**config.mk**
```make
export PLATFORM = sky130hd
export DESIGN_NAME = cct_timer
export DESIGN_NICKNAME = d
export VERILOG_FILES = /design/src/rtl/cct_pkg.sv /design/src/rtl/cct_prescaler.sv /design/src/rtl/cct_counter.sv /design/src/rtl/cct_irq_route.sv /design/src/rtl/cct_timer.sv
export SDC_FILE = /design/constraint.sdc
export NUM_CORES = 1
export LEC_CHECK = 0
export ABC_AREA = 1
export CAP_MARGIN = 25
export CORE_UTILIZATION = 58
export DETAILED_ROUTE_END_ITERATION = 12
export GPL_TIMING_DRIVEN = 0
export HOLD_SLACK_MARGIN = 0.12
export PLACE_DENSITY = 0.85
export SYNTH_ARGS = -nofsm -noshare
export SYNTH_HDL_FRONTEND = slang
export SYNTH_SLANG_ARGS = --single-unit
export TNS_END_PERCENT = 5
```
**constraint.sdc**
```tcl
create_clock -name clk -period 4.25 [get_ports clk]
set_input_delay 0.85 -clock clk [delete_from_list [all_inputs] [get_ports clk]]
set_output_delay 0.85 -clock clk [all_outputs]
set_load 0.01 [all_outputs]
```
**src/rtl/cct_pkg.sv**
```systemverilog
package cct_pkg;
  typedef enum logic [1:0] {
    SEL_COUNT   = 2'd0,
    SEL_COMPARE = 2'd1,
    SEL_CAUSE   = 2'd2,
    SEL_INTCTL  = 2'd3
  } reg_sel_e;

  localparam int CAUSE_PEND_BIT   = 0;
  localparam int CAUSE_FREEZE_BIT = 1;
  localparam logic [2:0] REV_WITH_PEND = 3'd1;

  // The revision whose cause register tracks the pending flag
  function automatic logic rev_tracks_pend(input logic [2:0] rev);
    return rev == REV_WITH_PEND;
  endfunction
endpackage

```
**src/rtl/cct_prescaler.sv**
```systemverilog
module cct_prescaler #(
  parameter int DIV = 4
) (
  input  logic clk,
  input  logic rst_n,
  output logic tick
);
  generate
    if (DIV <= 1) begin : g_every
      assign tick = 1'b1;
    end else begin : g_div
      localparam int PW = $clog2(DIV);
      localparam logic [PW-1:0] LAST = PW'(DIV - 1);
      logic [PW-1:0] phase;

      always_ff @(posedge clk) begin
        if (!rst_n)             phase <= '0;
        else if (phase == LAST) phase <= '0;
        else                    phase <= phase + PW'(1);
      end

      assign tick = (phase == LAST);


      tick_spacing_chk: assert property (@(posedge clk) disable iff (!rst_n)
        tick |=> !tick);
    end
  endgenerate
endmodule

```
**src/rtl/cct_counter.sv**
```systemverilog
module cct_counter #(
  parameter int W = 32
) (
  input  logic         clk,
  input  logic         rst_n,
  input  logic         tick,
  input  logic         freeze,
  input  logic         cnt_wr,
  input  logic [W-1:0] cnt_wdata,
  input  logic         cmp_wr,
  input  logic [W-1:0] cmp_wdata,
  output logic [W-1:0] count,
  output logic [W-1:0] compare,
  output logic         match_evt
);
  function automatic logic [W-1:0] step(input logic [W-1:0] v);
    return v + W'(1);
  endfunction

  logic advance;
  assign advance   = tick && !freeze && !cnt_wr;
  assign match_evt = advance && (step(count) == compare);

  always_ff @(posedge clk) begin
    if (!rst_n) begin
      count   <= '0;
      compare <= '0;
    end else begin
      if (cnt_wr)       count <= cnt_wdata;
      else if (advance) count <= step(count);
      if (cmp_wr)       compare <= cmp_wdata;
    end
  end


  count_write_chk: assert property (@(posedge clk) disable iff (!rst_n)
    cnt_wr |=> count == $past(cnt_wdata));

  freeze_hold_chk: assert property (@(posedge clk) disable iff (!rst_n)
    (freeze && !cnt_wr) |=> count == $past(count));

  single_step_chk: assert property (@(posedge clk) disable iff (!rst_n)
    !cnt_wr |=> (count == $past(count)) || (count == $past(count) + W'(1)));
endmodule

```
**src/rtl/cct_irq_route.sv**
```systemverilog
module cct_irq_route #(
  parameter int LINES = 8,
  localparam int RW = $clog2(LINES)
) (
  input  logic             clk,
  input  logic             rst_n,
  input  logic [2:0]       rev,
  input  logic [RW-1:0]    route,
  input  logic             match_evt,
  input  logic             cmp_wr,
  output logic             pend_flag,
  output logic             line_pend,
  output logic [LINES-1:0] irq_out
);
  import cct_pkg::*;

  logic tracks;
  assign tracks = rev_tracks_pend(rev);

  always_ff @(posedge clk) begin
    if (!rst_n) begin
      line_pend <= 1'b0;
      pend_flag <= 1'b0;
    end else if (cmp_wr) begin
      line_pend <= 1'b0;
      if (tracks) pend_flag <= 1'b0;
    end else if (match_evt) begin
      line_pend <= 1'b1;
      if (tracks) pend_flag <= 1'b1;
    end
  end

  generate
    for (genvar i = 0; i < LINES; i++) begin : g_line
      assign irq_out[i] = line_pend && (route == RW'(i));
    end
  endgenerate


  match_raise_chk: assert property (@(posedge clk) disable iff (!rst_n)
    (match_evt && !cmp_wr) |=> irq_out != '0);

  pend_set_chk: assert property (@(posedge clk) disable iff (!rst_n)
    (match_evt && !cmp_wr && tracks) |=> pend_flag);

  pend_keep_chk: assert property (@(posedge clk) disable iff (!rst_n)
    (!tracks && !cmp_wr) |=> pend_flag == $past(pend_flag));

  ack_lower_chk: assert property (@(posedge clk) disable iff (!rst_n)
    cmp_wr |=> irq_out == '0);

  ack_keep_chk: assert property (@(posedge clk) disable iff (!rst_n)
    (cmp_wr && !tracks) |=> pend_flag == $past(pend_flag));

  one_line_chk: assert property (@(posedge clk) disable iff (!rst_n)
    $onehot0(irq_out));
endmodule

```
**src/rtl/cct_timer.sv**
```systemverilog
module cct_timer #(
  parameter int CNT_W        = 32,
  parameter int LINES        = 8,
  parameter int PRESCALE_DIV = 4
) (
  input  logic             clk,
  input  logic             rst_n,
  input  logic [2:0]       rev_sel,
  input  logic             reg_wr,
  input  logic [1:0]       reg_addr,
  input  logic [CNT_W-1:0] reg_wdata,
  output logic [CNT_W-1:0] reg_rdata,
  output logic [LINES-1:0] irq_out
);
  import cct_pkg::*;
  localparam int RW = $clog2(LINES);

  logic             tick, freeze, match_evt, pend_flag, line_pend;
  logic [RW-1:0]    route;
  logic [CNT_W-1:0] count, compare;
  logic             cnt_wr, cmp_wr, cause_wr, ictl_wr;

  assign cnt_wr   = reg_wr && (reg_addr == SEL_COUNT);
  assign cmp_wr   = reg_wr && (reg_addr == SEL_COMPARE);
  assign cause_wr = reg_wr && (reg_addr == SEL_CAUSE);
  assign ictl_wr  = reg_wr && (reg_addr == SEL_INTCTL);

  always_ff @(posedge clk) begin
    if (!rst_n) begin
      freeze <= 1'b0;
      route  <= '0;
    end else begin
      if (cause_wr) freeze <= reg_wdata[CAUSE_FREEZE_BIT];
      if (ictl_wr)  route  <= reg_wdata[RW-1:0];
    end
  end

  cct_prescaler #(.DIV(PRESCALE_DIV)) u_pre (
    .clk(clk), .rst_n(rst_n), .tick(tick)
  );

  cct_counter #(.W(CNT_W)) u_cnt (
    .clk(clk), .rst_n(rst_n), .tick(tick), .freeze(freeze),
    .cnt_wr(cnt_wr), .cnt_wdata(reg_wdata),
    .cmp_wr(cmp_wr), .cmp_wdata(reg_wdata),
    .count(count), .compare(compare), .match_evt(match_evt)
  );

  cct_irq_route #(.LINES(LINES)) u_irq (
    .clk(clk), .rst_n(rst_n), .rev(rev_sel), .route(route),
    .match_evt(match_evt), .cmp_wr(cmp_wr),
    .pend_flag(pend_flag), .line_pend(line_pend), .irq_out(irq_out)
  );

  always_comb begin
    reg_rdata = '0;
    case (reg_sel_e'(reg_addr))
      SEL_COUNT:   reg_rdata = count;
      SEL_COMPARE: reg_rdata = compare;
      SEL_CAUSE: begin
        reg_rdata[CAUSE_PEND_BIT]   = pend_flag;
        reg_rdata[CAUSE_FREEZE_BIT] = freeze;
      end
      default:     reg_rdata[RW-1:0] = route;
    endcase
  end


  frozen_quiet_chk: assert property (@(posedge clk) disable iff (!rst_n)
    (freeze && !cmp_wr) |=> (line_pend == $past(line_pend)) && (pend_flag == $past(pend_flag)));

  match_equal_chk: assert property (@(posedge clk) disable iff (!rst_n)
    $rose(line_pend) |-> count == compare);

  route_follow_chk: assert property (@(posedge clk) disable iff (!rst_n)
    line_pend |-> irq_out[route]);
endmodule

```
# Word level (Yosys, flattened, before mapping)
# Cells that the tools add are included.
# op_classes
add_sub_neg	2
mux	9
bitwise_logic	1
eq_ne	13
n_reduce_logical	24
# ops
operator	n
$mux W32	2
$pmux W29 S2	1
$add A32 B1 Y32 const B	1
$eq A32 B32 Y1	1
$logic_and A1 B1 Y1	15
$eq A3 B3 Y1 const B	4
$eq A2 B2 Y1 const B	3
$eq A3 B1 Y1 const B	2
$eq A3 B2 Y1 const B	2
$pmux W2 S3	1
$mux W1	4
$reduce_bool A2 Y1	2
$reduce_or A2 Y1	2
$logic_not A3 Y1	1
$pmux W1 S3	1
$add A2 B1 Y2 const B	1
$eq A2 B1 Y1 const B	1
$logic_not A1 Y1	2
$logic_not A2 Y1	1
$reduce_and A2 Y1	1
$not A1 Y1	1
# word_totals
register_bits	72
wordCells	56
in_bits	40

# Longest topological paths before layout
# logic_depth
word_depth	7
depth_mapped	15
ltp_nobuf	15

# Cells and area by module
# A second synthesis with hierarchy kept.
# hier_totals
cells_unflattened	883
hier_area_um2	5058.6
# modules_own_cells
module	cells_each	area_each_um2	instances	seq_area_each_um2
cct_counter	703	4157.7	1	1281.2
cct_timer	142	671.9	1	80.1
cct_irq_route	30	157.7	1	40.0
cct_prescaler	8	71.3	1	40.0

# Least setup slack after synthesis
# No wires, ideal clock.
# synth_timing
path_type	in2out
from	input port reg_addr[0]
to	output port reg_rdata[11]
path_stages	6
t_arrival_ns	1.804
setup_slack_ns	1.596
path_buffers	2
cell_sequence	inv_1 nor2_1 inv_1 clkbuf_1 clkbuf_1 o22ai_1
# synth_via
elab_chain_len	2
# synth_rtl
item	line	source
start: declaration	cct_timer.sv:10	input logic [1:0] reg_addr,
$eq A2 B1 Y1 / $logic_not A2 Y1 (equally long branches)	cct_timer.sv:57	case (reg_sel_e'(reg_addr))
$pmux W29 S2 *	cct_timer.sv:57	
end: declaration	cct_timer.sv:12	output logic [CNT_W-1:0] reg_rdata,
# Mark *: on every way between the ends. The rest lies on a longest branch, timed or not.

# Worst setup path in the final report
# layout_timing
from	input port reg_addr[0]
to	output port reg_rdata[27]
# The elaborated chain is that of the path after synthesis.

==> flow_summary.json <==
{
  "hold_depth": 1,
  "clk_pin_slew_ps": 80,
  "worstMarginPinSlew_ps": 851,
  "place.gp.congestion": 0.951,
  "status": "finished clean",
  "ir_worst_vdd_mv": 0.232,
  "synth_compound_area_frac": 0.169,
  "drt_wl_total_microns": 17400,
  "via_per_inst": 6.00,
  "drive_gt1_frac": 0.0467,
  "worstPathArrival_ps": 3320,
  "period_needed_ps": 4170,
  "worst_skew_pair.late_latency_ps": 360,
  "n_fill_cell": 630,
  "report.final.slew_viol_count": 0,
  "die_w_microns": 92.8,
  "finalNetCount": 937,
  "coreArea_sq_mm": 0.00785,
  "cts-root-buf": "clkbuf_8",
  "synth_warnings": 0,
  "synth-adder-area-share": 0.00523,
  "area_delta_synth_final_pct": 23.4,
  "rows": 32,
  "hold_path_class": "reg -> reg",
  "dr_total_vias": 6008,
  "first_pass_iters": 6,
  "rsz0062_at_grt": "no",
  "yosysUniqueCellTypes": 30,
  "r2r_cells": 12,
  "ant_nets": 0,
  "setup_viol": 0,
  "fmax_ghz": 0.240,
  "syn_area_sq_mm": 0.00478,
  "grt_max_degree": 13,
  "slew_headroom": 0.432,
  "crit_fanout": 10,
  "cts.htree.levels": 3,
  "synthMuxAreaShare": 0,
  "end_kind": "output port",
  "maxCapViolCount": 0,
  "clock_skew_ps": 11.9,
  "path_class": "in -> out",
  "n_antenna_cell": 0,
  "stdcell_area_sq_mm": 0.00590,
  "grt_remaining_overflow": 0,
  "finalSetupTns_ps": 0,
  "finalCritPeriodShare": 0.980,
  "synth_seq_cells": 72,
  "finalPower_uw": 1610,
  "hold_viol": 0,
  "grt_usage": 0.405,
  "route.detailed.drc": 0,
  "seq_area_frac_synth": 0.301,
  "routedWlPerCell_microns": 17.3,
  "die-height_microns": 92.8,
  "cp-start-kind": "primary input",
  "cts_hold_buf": 0,
  "floorplan.initialDensity": 0.609,
  "p_per_area_mw_per_mm2": 272,
  "place_area_sq_mm": 0.00570,
  "grt_pass1_wl_microns": 26600,
  "synth_cells": 805,
  "leakage_uw": 0.00233,
  "synth_xor_area_frac": 0.0102,
  "die_area_sq_mm": 0.00861,
  "cts.sinks": 72,
  "syn_nets": 847,
  "synth_top_family_by_area": "simple AND/OR/NAND/NOR gates",
  "clock_path_buffers": 2,
  "cts_buffers": 9,
  "numPortBuffers": 79,
  "drtIter0Drc": 678,
  "dpl.hpwl_microns": 12900,
  "required_ps": 3400,
  "syn_area_per_cell_sq_um": 5.94,
  "ios": 80,
  "cts_tree": "built",
  "grt_pass1_vias": 5479,
  "grt_antenna_before_repair": 0,
  "synthSimpleGateAreaFrac": 0.416
}
==> per-layer routing <==
layer | wire length [microns] | track usage | vias up
met5 | 0 | 0 | -
met4 | 626 | 0.217 | 0
met3 | 1940 | 0.0706 | 63
met2 | 8050 | 0.665 | 447
met1 | 6760 | 0.503 | 2690
li1 | - | - | 2808
==> cells in the mapped netlist <==
| cell | n | area share |
|---|---|---|
| nand2_1 | 277 | 0.22 |
| inv_1 | 92 | 0.072 |
| nand3_1 | 81 | 0.085 |
| dfxtp_1 | 72 | 0.30 |
| nor2_1 | 71 | 0.056 |
| o21ai_0 | 41 | 0.043 |
| a21oi_1 | 39 | 0.041 |
| o22ai_1 | 29 | 0.038 |
| a31oi_1 | 28 | 0.037 |
| clkbuf_1 | 26 | 0.020 |
| nand2_2 | 6 | 0.0079 |
| nor2_2 | 5 | 0.0065 |
| nor2_4 | 4 | 0.0094 |
| nor2_8 | 4 | 0.017 |
| a221oi_1 | 3 | 0.0055 |
| inv_2 | 3 | 0.0024 |
| nand2_4 | 3 | 0.0071 |
| xor2_1 | 3 | 0.0055 |
| buf_1 | 2 | 0.0016 |
| ha_1 | 2 | 0.0052 |
| nand4_1 | 2 | 0.0026 |
| nor3_1 | 2 | 0.0021 |
| nor3b_1 | 2 | 0.0031 |
| o21ai_1 | 2 | 0.0021 |
| and2_1 | 1 | 0.0013 |
| buf_2 | 1 | 0.0010 |
| nand3b_1 | 1 | 0.0016 |
| o211ai_1 | 1 | 0.0016 |
| o221ai_1 | 1 | 0.0018 |
| xnor3_1 | 1 | 0.0047 |
==> placed cells by master, fill, tap and decap left out, drive strengths merged, types with 3 or more instances in the layout <==
cell type	count
dfxtp	72
nand3	81
nor2	84
nand2	286
clkdlybuf4s50	79
xor2	3
buf	4
a21oi	39
clkbuf	37
o22ai	29
a31oi	28
inv	96
o21ai	43
a221oi	3
==> flip-flops by register name, indices dropped and copies added (netlist names) <==
| register | flops |
|---|---|
| u_irq.pend_flag | 1 |
| u_cnt.compare | 32 |
| freeze | 1 |
| u_cnt.count | 32 |
| u_pre.g_div.phase | 2 |
| route | 3 |
| u_irq.line_pend | 1 |
==> per-stage QoR <==
step                cells  setup slack [ps]   util  hold slack, ps
CTS                  1002              8.51  0.752             453
finish               1002              83.6  0.752             459
floorplan             805              1600      -             408
global placement      986              -134  0.726             416
detailed placement    986              -179  0.726             435
global route         1002              77.2  0.752             483
==> cell families after synthesis <==
logic type | count (synthesis)
xor+xnor | 4
buf+inv | 124
fa+ha+maj | 2
compound gates | 144
simple gates | 459
flops | 72
==> path summary, 6_finish.rpt <==
kind,end,start,slack [ps]
max reg2reg,u_irq.pend_flag$_SDFFE_PN0P_,u_cnt.count[12]$_SDFFE_PN0P_,1740
max,reg_rdata[27],reg_addr[0],80
min reg2reg,u_pre.g_div.phase[0]$_SDFF_PP0_,u_pre.g_div.phase[0]$_SDFF_PP0_,460
min,u_pre.g_div.phase[0]$_SDFF_PP0_,u_pre.g_div.phase[0]$_SDFF_PP0_,460
==> critical path, cell delays in order <==
cell and delay [ps]:
clkdlybuf4s50_1 530, inv_1 100, nor2_1 270, inv_1 110, clkbuf_2 290, buf_2 320
o22ai_1 240, clkdlybuf4s50_1 590
==> area by class of cell <==
type | instances | area, sq um | area share
Multi-Input combinational cell | 609 | 2870 | 0.487
Sequential cell | 72 | 1440 | 0.244
Timing Repair Buffer | 79 | 791 | 0.134
Inverter | 95 | 357 | 0.0604
Clock buffer | 12 | 145 | 0.0246
Tap cell | 102 | 128 | 0.0216
Buffer | 29 | 113 | 0.0191
Clock inverter | 4 | 52.6 | 0.00891
==> what timing repair did <==
action                                  CTS  global route
buffers inserted                          0             0
pin swaps                                 0             0
resized for setup                         1             3
endpoints found under the setup margin   10            10
==> where the power goes <==
group	leakage, uW	switching (uW)	internal [uW]
Clock	0.000101	289	291
Combinational	0.00164	180	113
Sequential	0.000587	27.5	706
Total	0.00233	496	1110
Power figures use the tool's default switching activity.
